### src/rtl/tk_pkg.sv
package tk_pkg;

    typedef enum logic [2:0] {
        A_SEC   = 3'd0,
        A_MIN   = 3'd1,
        A_HOUR  = 3'd2,
        A_DOW   = 3'd3,
        A_DATE  = 3'd4,
        A_MONTH = 3'd5,
        A_YEAR  = 3'd6,
        A_CTRL  = 3'd7
    } tk_addr_e;

    typedef struct packed {
        logic [6:0] sec;
        logic [6:0] min;
        logic [6:0] hour;
        logic [2:0] dow;
        logic [5:0] date;
        logic [4:0] month;
        logic [7:0] year;
    } tk_time_t;

    typedef struct packed {
        tk_time_t tm;
        logic     stop;
        logic     wp;
        logic     upd;
    } tk_state_t;

    // Two-digit BCD increment; 99 wraps to 00
    function automatic logic [7:0] bcd_inc(input logic [7:0] v);
        logic [7:0] r;
        if (v[3:0] == 4'd9) begin
            r[3:0] = 4'd0;
            r[7:4] = (v[7:4] == 4'd9) ? 4'd0 : v[7:4] + 4'd1;
        end else begin
            r = {v[7:4], v[3:0] + 4'd1};
        end
        return r;
    endfunction

    // BCD year divisible by four
    function automatic logic is_leap(input logic [7:0] y);
        logic [3:0] u;
        u = y[3:0];
        if (y[4] == 1'b0)
            return (u == 4'd0) || (u == 4'd4) || (u == 4'd8);
        else
            return (u == 4'd2) || (u == 4'd6);
    endfunction

    function automatic logic [5:0] last_date(input logic [4:0] m, input logic [7:0] y);
        case (m)
            5'h02:                      return is_leap(y) ? 6'h29 : 6'h28;
            5'h04, 5'h06, 5'h09, 5'h11: return 6'h30;
            default:                    return 6'h31;
        endcase
    endfunction

endpackage

### src/rtl/tk_prescaler.sv
module tk_prescaler #(
    parameter int PRESCALE = 32768
) (
    input  logic clk,
    input  logic rst_n,
    input  logic tick_en,
    input  logic run,
    input  logic clr,
    output logic sec_pulse
);
    localparam int W = (PRESCALE > 1) ? $clog2(PRESCALE) : 1;
    localparam logic [W-1:0] LAST = W'(PRESCALE - 1);

    logic [W-1:0] cnt_d, cnt_q;

    always_comb begin
        cnt_d     = cnt_q;
        sec_pulse = 1'b0;
        if (clr) begin
            cnt_d = '0;
        end else if (run && tick_en) begin
            if (cnt_q == LAST) begin
                cnt_d     = '0;
                sec_pulse = 1'b1;
            end else begin
                cnt_d = cnt_q + 1'b1;
            end
        end
    end

    always_ff @(posedge clk) begin
        if (!rst_n) cnt_q <= '0;
        else        cnt_q <= cnt_d;
    end

    assert_cnt_range_R2: assert property (@(posedge clk) disable iff (!rst_n)
        cnt_q <= LAST);

    assert_clear_R8: assert property (@(posedge clk) disable iff (!rst_n)
        clr |=> (cnt_q == '0));

    assert_hold_R9: assert property (@(posedge clk) disable iff (!rst_n)
        (!run && !clr) |=> $stable(cnt_q));

endmodule

### src/rtl/tk_hour_step.sv
module tk_hour_step (
    input  logic [6:0] hour,
    output logic [6:0] hour_nx,
    output logic       day_carry
);
    logic [7:0] inc_v;

    always_comb begin
        hour_nx   = hour;
        day_carry = 1'b0;
        inc_v     = 8'h00;
        if (hour[6] == 1'b0) begin
            // 24-hour form
            if (hour[5:0] == 6'h23) begin
                hour_nx   = 7'h00;
                day_carry = 1'b1;
            end else begin
                inc_v   = tk_pkg::bcd_inc({2'b00, hour[5:0]});
                hour_nx = {1'b0, inc_v[5:0]};
            end
        end else begin
            // 12-hour form: bit 5 PM, bits 4:0 hour 01..12
            if (hour[4:0] == 5'h11) begin
                hour_nx   = {1'b1, ~hour[5], 5'h12};
                day_carry = hour[5];
            end else if (hour[4:0] == 5'h12) begin
                hour_nx = {1'b1, hour[5], 5'h01};
            end else begin
                inc_v   = tk_pkg::bcd_inc({3'b000, hour[4:0]});
                hour_nx = {1'b1, hour[5], inc_v[4:0]};
            end
        end
    end

endmodule

### src/rtl/tk_date_step.sv
module tk_date_step (
    input  logic [5:0] date,
    input  logic [4:0] month,
    input  logic [7:0] year,
    output logic [5:0] date_nx,
    output logic [4:0] month_nx,
    output logic [7:0] year_nx
);
    logic [7:0] inc_d, inc_m;

    always_comb begin
        inc_d    = tk_pkg::bcd_inc({2'b00, date});
        inc_m    = tk_pkg::bcd_inc({3'b000, month});
        date_nx  = inc_d[5:0];
        month_nx = month;
        year_nx  = year;
        if (date == tk_pkg::last_date(month, year)) begin
            date_nx = 6'h01;
            if (month == 5'h12) begin
                month_nx = 5'h01;
                year_nx  = tk_pkg::bcd_inc(year);
            end else begin
                month_nx = inc_m[4:0];
            end
        end
    end

endmodule

### src/rtl/bcd_timekeeper.sv
module bcd_timekeeper #(
    parameter int PRESCALE = 32768
) (
    input  logic       clk,
    input  logic       rst_n,
    input  logic       tick_en,
    input  logic       wr_en,
    input  logic [2:0] wr_addr,
    input  logic [7:0] wr_data,
    output logic [7:0] o_sec,
    output logic [7:0] o_min,
    output logic [7:0] o_hour,
    output logic [7:0] o_dow,
    output logic [7:0] o_date,
    output logic [7:0] o_month,
    output logic [7:0] o_year,
    output logic       o_upd
);
    import tk_pkg::*;

    tk_state_t  st_d, st_q;
    logic       wr_ok, sec_wr, sec_pulse, day_carry;
    logic [6:0] hour_nx;
    logic [5:0] date_nx;
    logic [4:0] month_nx;
    logic [7:0] year_nx, inc_s, inc_mi, inc_w;

    assign wr_ok  = wr_en && !st_q.wp;
    assign sec_wr = wr_ok && (wr_addr == A_SEC);

    tk_prescaler #(.PRESCALE(PRESCALE)) u_presc (
        .clk       (clk),
        .rst_n     (rst_n),
        .tick_en   (tick_en),
        .run       (!st_q.stop),
        .clr       (sec_wr),
        .sec_pulse (sec_pulse)
    );

    tk_hour_step u_hour (
        .hour      (st_q.tm.hour),
        .hour_nx   (hour_nx),
        .day_carry (day_carry)
    );

    tk_date_step u_date (
        .date     (st_q.tm.date),
        .month    (st_q.tm.month),
        .year     (st_q.tm.year),
        .date_nx  (date_nx),
        .month_nx (month_nx),
        .year_nx  (year_nx)
    );

    always_comb begin
        st_d     = st_q;
        st_d.upd = 1'b0;
        inc_s    = bcd_inc({1'b0, st_q.tm.sec});
        inc_mi   = bcd_inc({1'b0, st_q.tm.min});
        inc_w    = 8'h00;

        // one-second advance with carry ripple
        if (sec_pulse) begin
            st_d.upd = 1'b1;
            if (st_q.tm.sec == 7'h59) begin
                st_d.tm.sec = 7'h00;
                if (st_q.tm.min == 7'h59) begin
                    st_d.tm.min  = 7'h00;
                    st_d.tm.hour = hour_nx;
                    if (day_carry) begin
                        inc_w         = {5'b0, st_q.tm.dow} + 8'd1;
                        st_d.tm.dow   = (st_q.tm.dow == 3'd7) ? 3'd1 : inc_w[2:0];
                        st_d.tm.date  = date_nx;
                        st_d.tm.month = month_nx;
                        st_d.tm.year  = year_nx;
                    end
                end else begin
                    st_d.tm.min = inc_mi[6:0];
                end
            end else begin
                st_d.tm.sec = inc_s[6:0];
            end
        end

        // software writes win over the advance for the written field
        if (wr_ok) begin
            case (wr_addr)
                A_SEC:   st_d.tm.sec   = wr_data[6:0];
                A_MIN:   st_d.tm.min   = wr_data[6:0];
                A_HOUR:  st_d.tm.hour  = wr_data[6:0];
                A_DOW:   st_d.tm.dow   = wr_data[2:0];
                A_DATE:  st_d.tm.date  = wr_data[5:0];
                A_MONTH: st_d.tm.month = wr_data[4:0];
                A_YEAR:  st_d.tm.year  = wr_data;
                default: st_d.stop     = wr_data[7];
            endcase
        end
        if (wr_en && (wr_addr == A_CTRL))
            st_d.wp = wr_data[6];
    end

    always_ff @(posedge clk) begin
        if (!rst_n) begin
            st_q          <= '0;
            st_q.tm.dow   <= 3'd1;
            st_q.tm.date  <= 6'h01;
            st_q.tm.month <= 5'h01;
        end else begin
            st_q <= st_d;
        end
    end

    assign o_sec   = {1'b0, st_q.tm.sec};
    assign o_min   = {1'b0, st_q.tm.min};
    assign o_hour  = {1'b0, st_q.tm.hour};
    assign o_dow   = {5'b0, st_q.tm.dow};
    assign o_date  = {2'b0, st_q.tm.date};
    assign o_month = {3'b0, st_q.tm.month};
    assign o_year  = st_q.tm.year;
    assign o_upd   = st_q.upd;

    assert_sec_digits_R3: assert property (@(posedge clk) disable iff (!rst_n)
        (st_q.tm.sec[3:0] <= 4'd9) && (st_q.tm.sec[6:4] <= 3'd5));

    assert_hour12_range_R5: assert property (@(posedge clk) disable iff (!rst_n)
        st_q.tm.hour[6] |-> ((st_q.tm.hour[4:0] != 5'h00) && (st_q.tm.hour[4:0] <= 5'h12)));

    assert_upd_single_R2: assert property (@(posedge clk) disable iff (!rst_n)
        st_q.upd |=> !st_q.upd);

    assert_stop_freezes_R9: assert property (@(posedge clk) disable iff (!rst_n)
        (st_q.stop && !wr_en) |=> ($stable(st_q.tm) && !st_q.upd));

    assert_wp_blocks_R10: assert property (@(posedge clk) disable iff (!rst_n)
        (st_q.wp && st_q.stop && wr_en) |=> ($stable(st_q.tm) && st_q.stop));

    assert_dow_range_R6: assert property (@(posedge clk) disable iff (!rst_n)
        (st_q.tm.dow != 3'd0));

endmodule

### config.mk
export PLATFORM = sky130hd
export DESIGN_NAME = bcd_timekeeper
export DESIGN_NICKNAME = d
export VERILOG_FILES = /design/src/rtl/tk_pkg.sv /design/src/rtl/tk_prescaler.sv /design/src/rtl/tk_hour_step.sv /design/src/rtl/tk_date_step.sv /design/src/rtl/bcd_timekeeper.sv
export SDC_FILE = /design/constraint.sdc
export NUM_CORES = 1
export LEC_CHECK = 0
export ABC_CLOCK_PERIOD_IN_PS = 3400
export BUFFER_PORTS_ARGS = -buffer_cell sky130_fd_sc_hd__buf_2
export CAP_MARGIN = 15
export CORE_MARGIN = 2
export CORE_UTILIZATION = 30
export CTS_CLUSTER_SIZE = 25
export DETAILED_ROUTE_END_ITERATION = 10
export GPL_TIMING_DRIVEN = 0
export HOLD_SLACK_MARGIN = 0.08
export SLEW_MARGIN = 10
export SYNTH_ARGS = -nofsm -noshare
export SYNTH_HDL_FRONTEND = slang
export SYNTH_SLANG_ARGS = --single-unit
### constraint.sdc
create_clock -name clk -period 3.4 [get_ports clk]
set_clock_uncertainty 0.05 [all_clocks]
set_input_delay 0.68 -clock clk [delete_from_list [all_inputs] [get_ports clk]]
set_output_delay 0.68 -clock clk [all_outputs]
set_load 0.05 [all_outputs]
==> flow_summary.ini, run 1 <==
[timing]
fin_tns_setup_ps = 0
timing.hold.ws_ps = 456.6
period_needed_ps = 3075
worstMarginPinSlew_ps = 733.4
fin_ws_ps = 325.4
rsz0062_at_grt = no
max_slew_margin_pct = 50.59
period_share_pct = 90.43
drv_slew = 0
hold_viol = 0
setup_viol = 0
max_freq_ghz = 0.3252

[clock_tree]
cts_tree = built
clock_path_buffers = 2
cts.hold.buffers_added = 0
ctsRootBufferMaster = clkbuf_16
clkSinkCount = 61
cts.clk_slew.worst_paths_ps = 50
clk_latency_ps = 320
numCtsBuffers = 9
htree_levels = 3

[synthesis]
yosysWarnings = 0
ys_seq_area_share_pct = 29.22
synth_common_cells = dfxtp_1 (61), buf_4 (59), nand2_1 (51)
synth_top_area_share_pct = 29.22
synth_edf_count = 0
ys.flop_type = dfxtp_1
yosysMostFrequentCell = dfxtp_1
async_flop_share_pct = 0
ys_types = 68
synthesis.area_um2 = 4179
synthCells = 534
syn_avg_cell_area_um2 = 7.826
synth_area_leaders = dfxtp_1 (29%), buf_4 (11%), nand2_1 (4.6%)
synth_seq_cells = 61
yosys.area.top_type = dfxtp_1

[worst_setup_path]
cpPeakStageDelay_ps = 450
slowest_stage = nor3b_4
cp-end-kind = register
critPathRequiredTime_ps = 3570
path_buf_inv = 1
worstPathMaxFanout = 10
critPathKind = reg -> reg
worstPathCellList = clkbuf_1 > nor2b_1 > and3_1 > ha_1 > nand2_1 > o21ai_0 > and4bb_2 > nor3b_4 > a41oi_1 > o32ai_1
critPathTopFamily = simple AND/OR/NAND/NOR gates
start_kind = register
arrival_ps = 3250

[routing]
wire_per_inst_um = 14.58
drcViolationCount = 0
antenna_left = 0
totalWireLength_um = 11650
route.vias.total = 3985
dr.pass1.iters = 5
initialDrtViolationCount = 306
via_per_inst = 4.987

[global_route]
grt_max_degree = 11
overflow = 0
antenna_found_initial = 0
grt_pass1_wl_um = 19000
grt_pass1_vias = 3794
track_usage_pct = 16.22

[pwr]
p_leak_nw = 2.105
finalPower_mw = 1.930
powerDensity_nw_per_um2 = 383.6
max-vdd-ir-drop_v = 0.0002634

[finish]
fillers = 1445
area.growth.synth_to_final_pct = 20.42
n_antenna_cell = 0
register_area_um2 = 1221
layout-drive-gt1-share_pct = 24.88
finalNetCount = 641
multi_input_area_um2 = 2419

[placed_design]
dp_slack_ps = -29.77
dpl.hpwl_um = 8690
gp_congestion = 0.8877
io_buffers = 58

[floorplanning]
die_h_um = 122.0
io_pins = 72
initial_core_util_pct = 30.46
num_rows = 43
die_width_um = 122.0
die_area_um2 = 14890
design.core.area_um2 = 13720

[hold_path]
hp-class = reg -> reg

[job]
drv_cap = 0

[run_status]
status = finished clean
-- worst paths after layout --
check	depth (start not counted)	to	slack, ps	start
worst min register to register	2	st_q[2]	460	st_q[2]
worst max register to register	10	o_month[4]	330	o_hour[0]
worst max-delay path	10	o_month[4]	330	o_hour[0]
worst min-delay path	2	st_q[2]	460	st_q[2]
-- cells in the final DEF (no fill, tap or decap), drive strengths merged, types with 2 or more instances in the layout --
cell | Yosys | final
a31o | 2 | 2
dfxtp | 61 | 61
a21o | 2 | 2
a211oi | 6 | 6
o221a | 2 | 2
buf | 63 | 121
ha | 11 | 11
nor2b | 10 | 10
nand2 | 51 | 51
nor3b | 9 | 9
a21oi | 26 | 26
o21ai | 38 | 38
nor2 | 49 | 49
a41oi | 2 | 2
clkbuf | 17 | 31
xnor2 | 10 | 10
mux2i | 10 | 10
a311oi | 6 | 6
nand3 | 27 | 27
and2 | 5 | 5
or3 | 3 | 3
conb | 1 | 13
or4b | 3 | 3
nor3 | 11 | 11
a31oi | 9 | 9
o221ai | 3 | 3
and3 | 15 | 15
nand4b | 3 | 3
nor4 | 4 | 4
o22ai | 2 | 2
inv | 17 | 17
nand2b | 3 | 3
nand3b | 6 | 6
nand4 | 7 | 7
xor2 | 11 | 11
nor4b | 4 | 4
and4 | 4 | 4
-- state kept, by name, indices dropped and copies added, names as in the netlist --
register,cells
o_date,6
o_dow,3
o_hour,7
o_min,7
o_month,5
o_sec,7
o_upd,1
o_year,8
st_q,2
u_presc.cnt_q,15
-- area by class of cell --
type,count,area share [%]
multi-input combinational,388,48.06
clock buffer,14,5.445
tap,180,4.475
clock inverter,1,0.09945
sequential,61,24.27
timing repair buffer,58,5.768
inverter,17,1.268
buffer,80,10.62
-- power by group --
part           internal, mW  switching (mW)  leakage (nW)
Sequential            0.739          0.0307         0.495
Clock                 0.547           0.301         0.139
Combinational         0.102           0.210          1.47
Total                  1.39           0.542          2.11
-- logic make-up (layout without fill, tap and decap cells) --
group	after synthesis	in the layout	share of synthesized area (%)
AOI/OAI and AO/OA	114	114	18.05
buffers and inverters	97	170	14.31
adders and majority gates	11	11	3.293
muxes	11	11	2.665
xor gates and xnor gates	21	21	4.401
other	1	13	0.08973
and+or+nand+nor	218	218	27.96
DFF	61	61	29.22
-- worst register-to-register path, delay by kind of cell (launching register included) --
kind,cells,cell delay (ps)
simple gates,5,1380
compound gates,3,770
flops,1,340
buf+inv,1,310
fa+ha+maj,1,140
-- through the flow --
step           util, %  std cells  instance area, um^2
2_1_floorplan        -        546                 4224
3_3_place_gp     34.55        784                 4740
3_5_place_dp     34.55        784                 4740
4_1_cts          36.58        799                 5019
5_1_grt          36.68        799                 5032
6_report         36.68        799                 5032
-- what timing repair did --
item,4_1_cts,5_1_grt
setup endpoints to repair,0,1
resized for setup,0,2
buffers inserted,0,0
-- metal layers --
layer	global-route usage [%]	vias up	part of all wire [%]
met2	26.92	95	48
met4	4.310	0	1.0
met5	0	-	0
li1	-	2010	-
met1	21.07	1868	45
met3	3.839	12	5.7
Power figures use the tool's default switching activity.
==> run 2: changes to the inputs <==
--- a/config.mk
+++ b/config.mk
@@ -17,4 +17,5 @@
 export SLEW_MARGIN = 10
 export SYNTH_ARGS = -nofsm -noshare
 export SYNTH_HDL_FRONTEND = slang
+export SYNTH_HIERARCHICAL = 1
 export SYNTH_SLANG_ARGS = --single-unit
==> run 2 against run 1 <==
First-iteration DRC count is 32% lower. Clock power is 12% higher. Synthesized cell count is 2.8% higher. Routed wire length is 3.0% lower. Total power is 4.0% higher. Setup slack worse by 92 ps. Sequential share of layout area is 1.5 points lower. Clock-buffer cell count is 3 lower. Critical endpoint is now o_year[3].
==> flow_summary.ini, run 2 <==
[clock_tree]
clk_latency_ps = 340
numCtsBuffers = 9
cts.hold.buffers_added = 0
clkSinkCount = 61
ctsRootBufferMaster = clkbuf_16
postCtsSetupBuffers = 0
cts_resized = 0
cts.clk_slew.worst_paths_ps = 60
clock_path_buffers = 2
cts_tree = built
htree_levels = 3

[global_route]
grt_pass1_wl_um = 18180
grt_max_degree = 12
track_usage_pct = 14.01
overflow = 0
grt_pass1_vias = 3554
antenna_found_initial = 0

[synthesis]
yosysMostFrequentCell = dfxtp_1
synth_top_area_share_pct = 27.24
synth_common_cells = dfxtp_1 (61), buf_4 (59), a21oi_1 (50)
synth_seq_cells = 61
yosys.area.top_type = dfxtp_1
synthesis.area_um2 = 4483
ys_types = 73
ys_seq_area_share_pct = 27.24
synth_area_leaders = dfxtp_1 (27%), buf_4 (9.9%), mux2i_1 (7.4%)
synth_edf_count = 0
yosysWarnings = 6
synthCells = 549
syn_avg_cell_area_um2 = 8.166
ys.flop_type = dfxtp_1
async_flop_share_pct = 0

[pwr]
max-vdd-ir-drop_v = 0.0002845
powerDensity_nw_per_um2 = 374.5
p_leak_nw = 2.285

[floorplanning]
num_rows = 44
die_width_um = 126.2
initial_core_util_pct = 30.73
die_area_um2 = 15940
design.core.area_um2 = 14590
die_h_um = 126.2
io_pins = 72

[finish]
largest_reg_flops = 15
postLayoutCellArea_um2 = 5360
layout-drive-gt1-share_pct = 24.88
area.growth.synth_to_final_pct = 19.56
fillers = 1500
layout_common_cells = buf_2 (61), dfxtp_1 (61), buf_4 (59), a21oi_1 (50), o21ai_0 (39)
final_core_util_pct = 36.74
regMostFlops = u_presc/cnt_q
finalNetCount = 660
n_antenna_cell = 0

[routing]
wl_met3_um = 592
dr_wl_met2_um = 5182
via_per_inst = 4.961
dr.pass1.iters = 5
top_layer = met4
route.vias.total = 4063
wire_per_inst_um = 13.79
totalWireLength_um = 11290
initialDrtViolationCount = 209
drcViolationCount = 0
drt-met1-wl_um = 5383
antenna_left = 0

[timing]
max_freq_ghz = 0.3158
max_slew_margin_pct = 52.67
hold_viol = 0
timing.hold.ws_ps = 449.3
setup_viol = 0
period_share_pct = 93.12
drv_slew = 0
period_needed_ps = 3166
rsz0062_at_grt = no
worstMarginPinSlew_ps = 704.5

[hold_path]
hp-class = reg -> reg
holdPathStages = 2
min_from = u_presc/cnt_q[14]

[worst_setup_path]
worstPathMaxFanout = 10
slowest_stage = or4_1
critPathKind = reg -> reg
worstPathCellList = ha_1 > nand3_2 > or4_1 > buf_2 > nor3_1 > buf_6 > nand4b_4 > nor4_4 > buf_4 > mux2i_1 > a21oi_1
worstSetupStartpoint = u_presc/cnt_q[0]
arrival_ps = 3310
cp-end-kind = register
start_kind = register
cpPeakStageDelay_ps = 520
reg2reg_depth = 11
r2r_start = u_presc/cnt_q[0]
critPathRequiredTime_ps = 3550

[placed_design]
io_buffers = 58
gp_congestion = 0.8034
dpl.hpwl_um = 8206
dpl_cell_area_um2 = 5049

[run_status]
status = finished clean

[job]
drv_cap = 0
-- run 2: changes by cell type after synthesis, moves of 6 or more --
cell	previous run	this run
nand3_1	26	18
nor4_1	4	12
mux2i_1	10	33
and3_1	15	3
nor2_1	48	33
o21ai_1	0	17
a31oi_1	9	3
a21oi_1	25	50
nand2_1	51	33
-- run 2: area by class of cell --
class	instances	area, um^2	share of cell area [%]
Clock inverter	5	58.81	1.097
Clock buffer	11	252.7	4.715
Tap cell	184	230.2	4.295
Buffer	79	553.0	10.32
Multi-Input combinational cell	404	2690	50.19
Inverter	17	63.81	1.190
Timing Repair Buffer	58	290.3	5.415
Sequential cell	61	1221	22.78
-- run 2: cells by family after synthesis --
family | Yosys count | synth area share [%]
buf+inv | 96 | 13.76
other cells | 1 | 0.08365
xor+xnor | 19 | 3.712
fa+ha+maj | 15 | 4.186
simple gates | 186 | 25.59
flops | 61 | 27.24
mux | 35 | 7.871
compound gates | 136 | 17.56
-- run 2: worst paths after layout --
kind | slack [ps] | endpoint
worst max-delay path | 230 | o_year[3]
worst min-delay path | 450 | u_presc/cnt_q[14]
worst max register to register | 230 | o_year[3]
worst min register to register | 450 | u_presc/cnt_q[14]
-- run 2: routing by layer --
metal | vias up | track usage (%)
li1 | 2088 | -
met1 | 1867 | 18.60
met2 | 97 | 22.52
met3 | 11 | 3.526
met4 | 0 | 4.072
met5 | - | 0
-- run 2: critical path, delay by kind of cell, from the launching register on --
family                   cells  cell delay [ps]
AND/OR/NAND/NOR              5             1420
buffers and inverters        3              660
multiplexers                 1              210
adder cells (fa/ha/maj)      1              210
flip-flops                   1              390
AO/OA/AOI/OAI                1               80
-- run 2: per-stage QoR --
stage	total power, mW	std cells	setup WS [ps]	TNS [ps]
floorplan	1.000	561	370.3	0
global placement	1.072	803	-61.39	-656.9
detailed placement	1.073	803	-104.5	-937.4
CTS	2.021	819	146.5	0
global route	2.090	819	33.97	0
finish	2.007	819	233.8	0
-- run 2: report_power, final --
part | internal [mW] | switching [mW] | total [mW]
combinational | 0.0970 | 0.194 | 0.291
clock | 0.607 | 0.342 | 0.949
sequential | 0.736 | 0.0321 | 0.768
total | 1.44 | 0.568 | 2.01
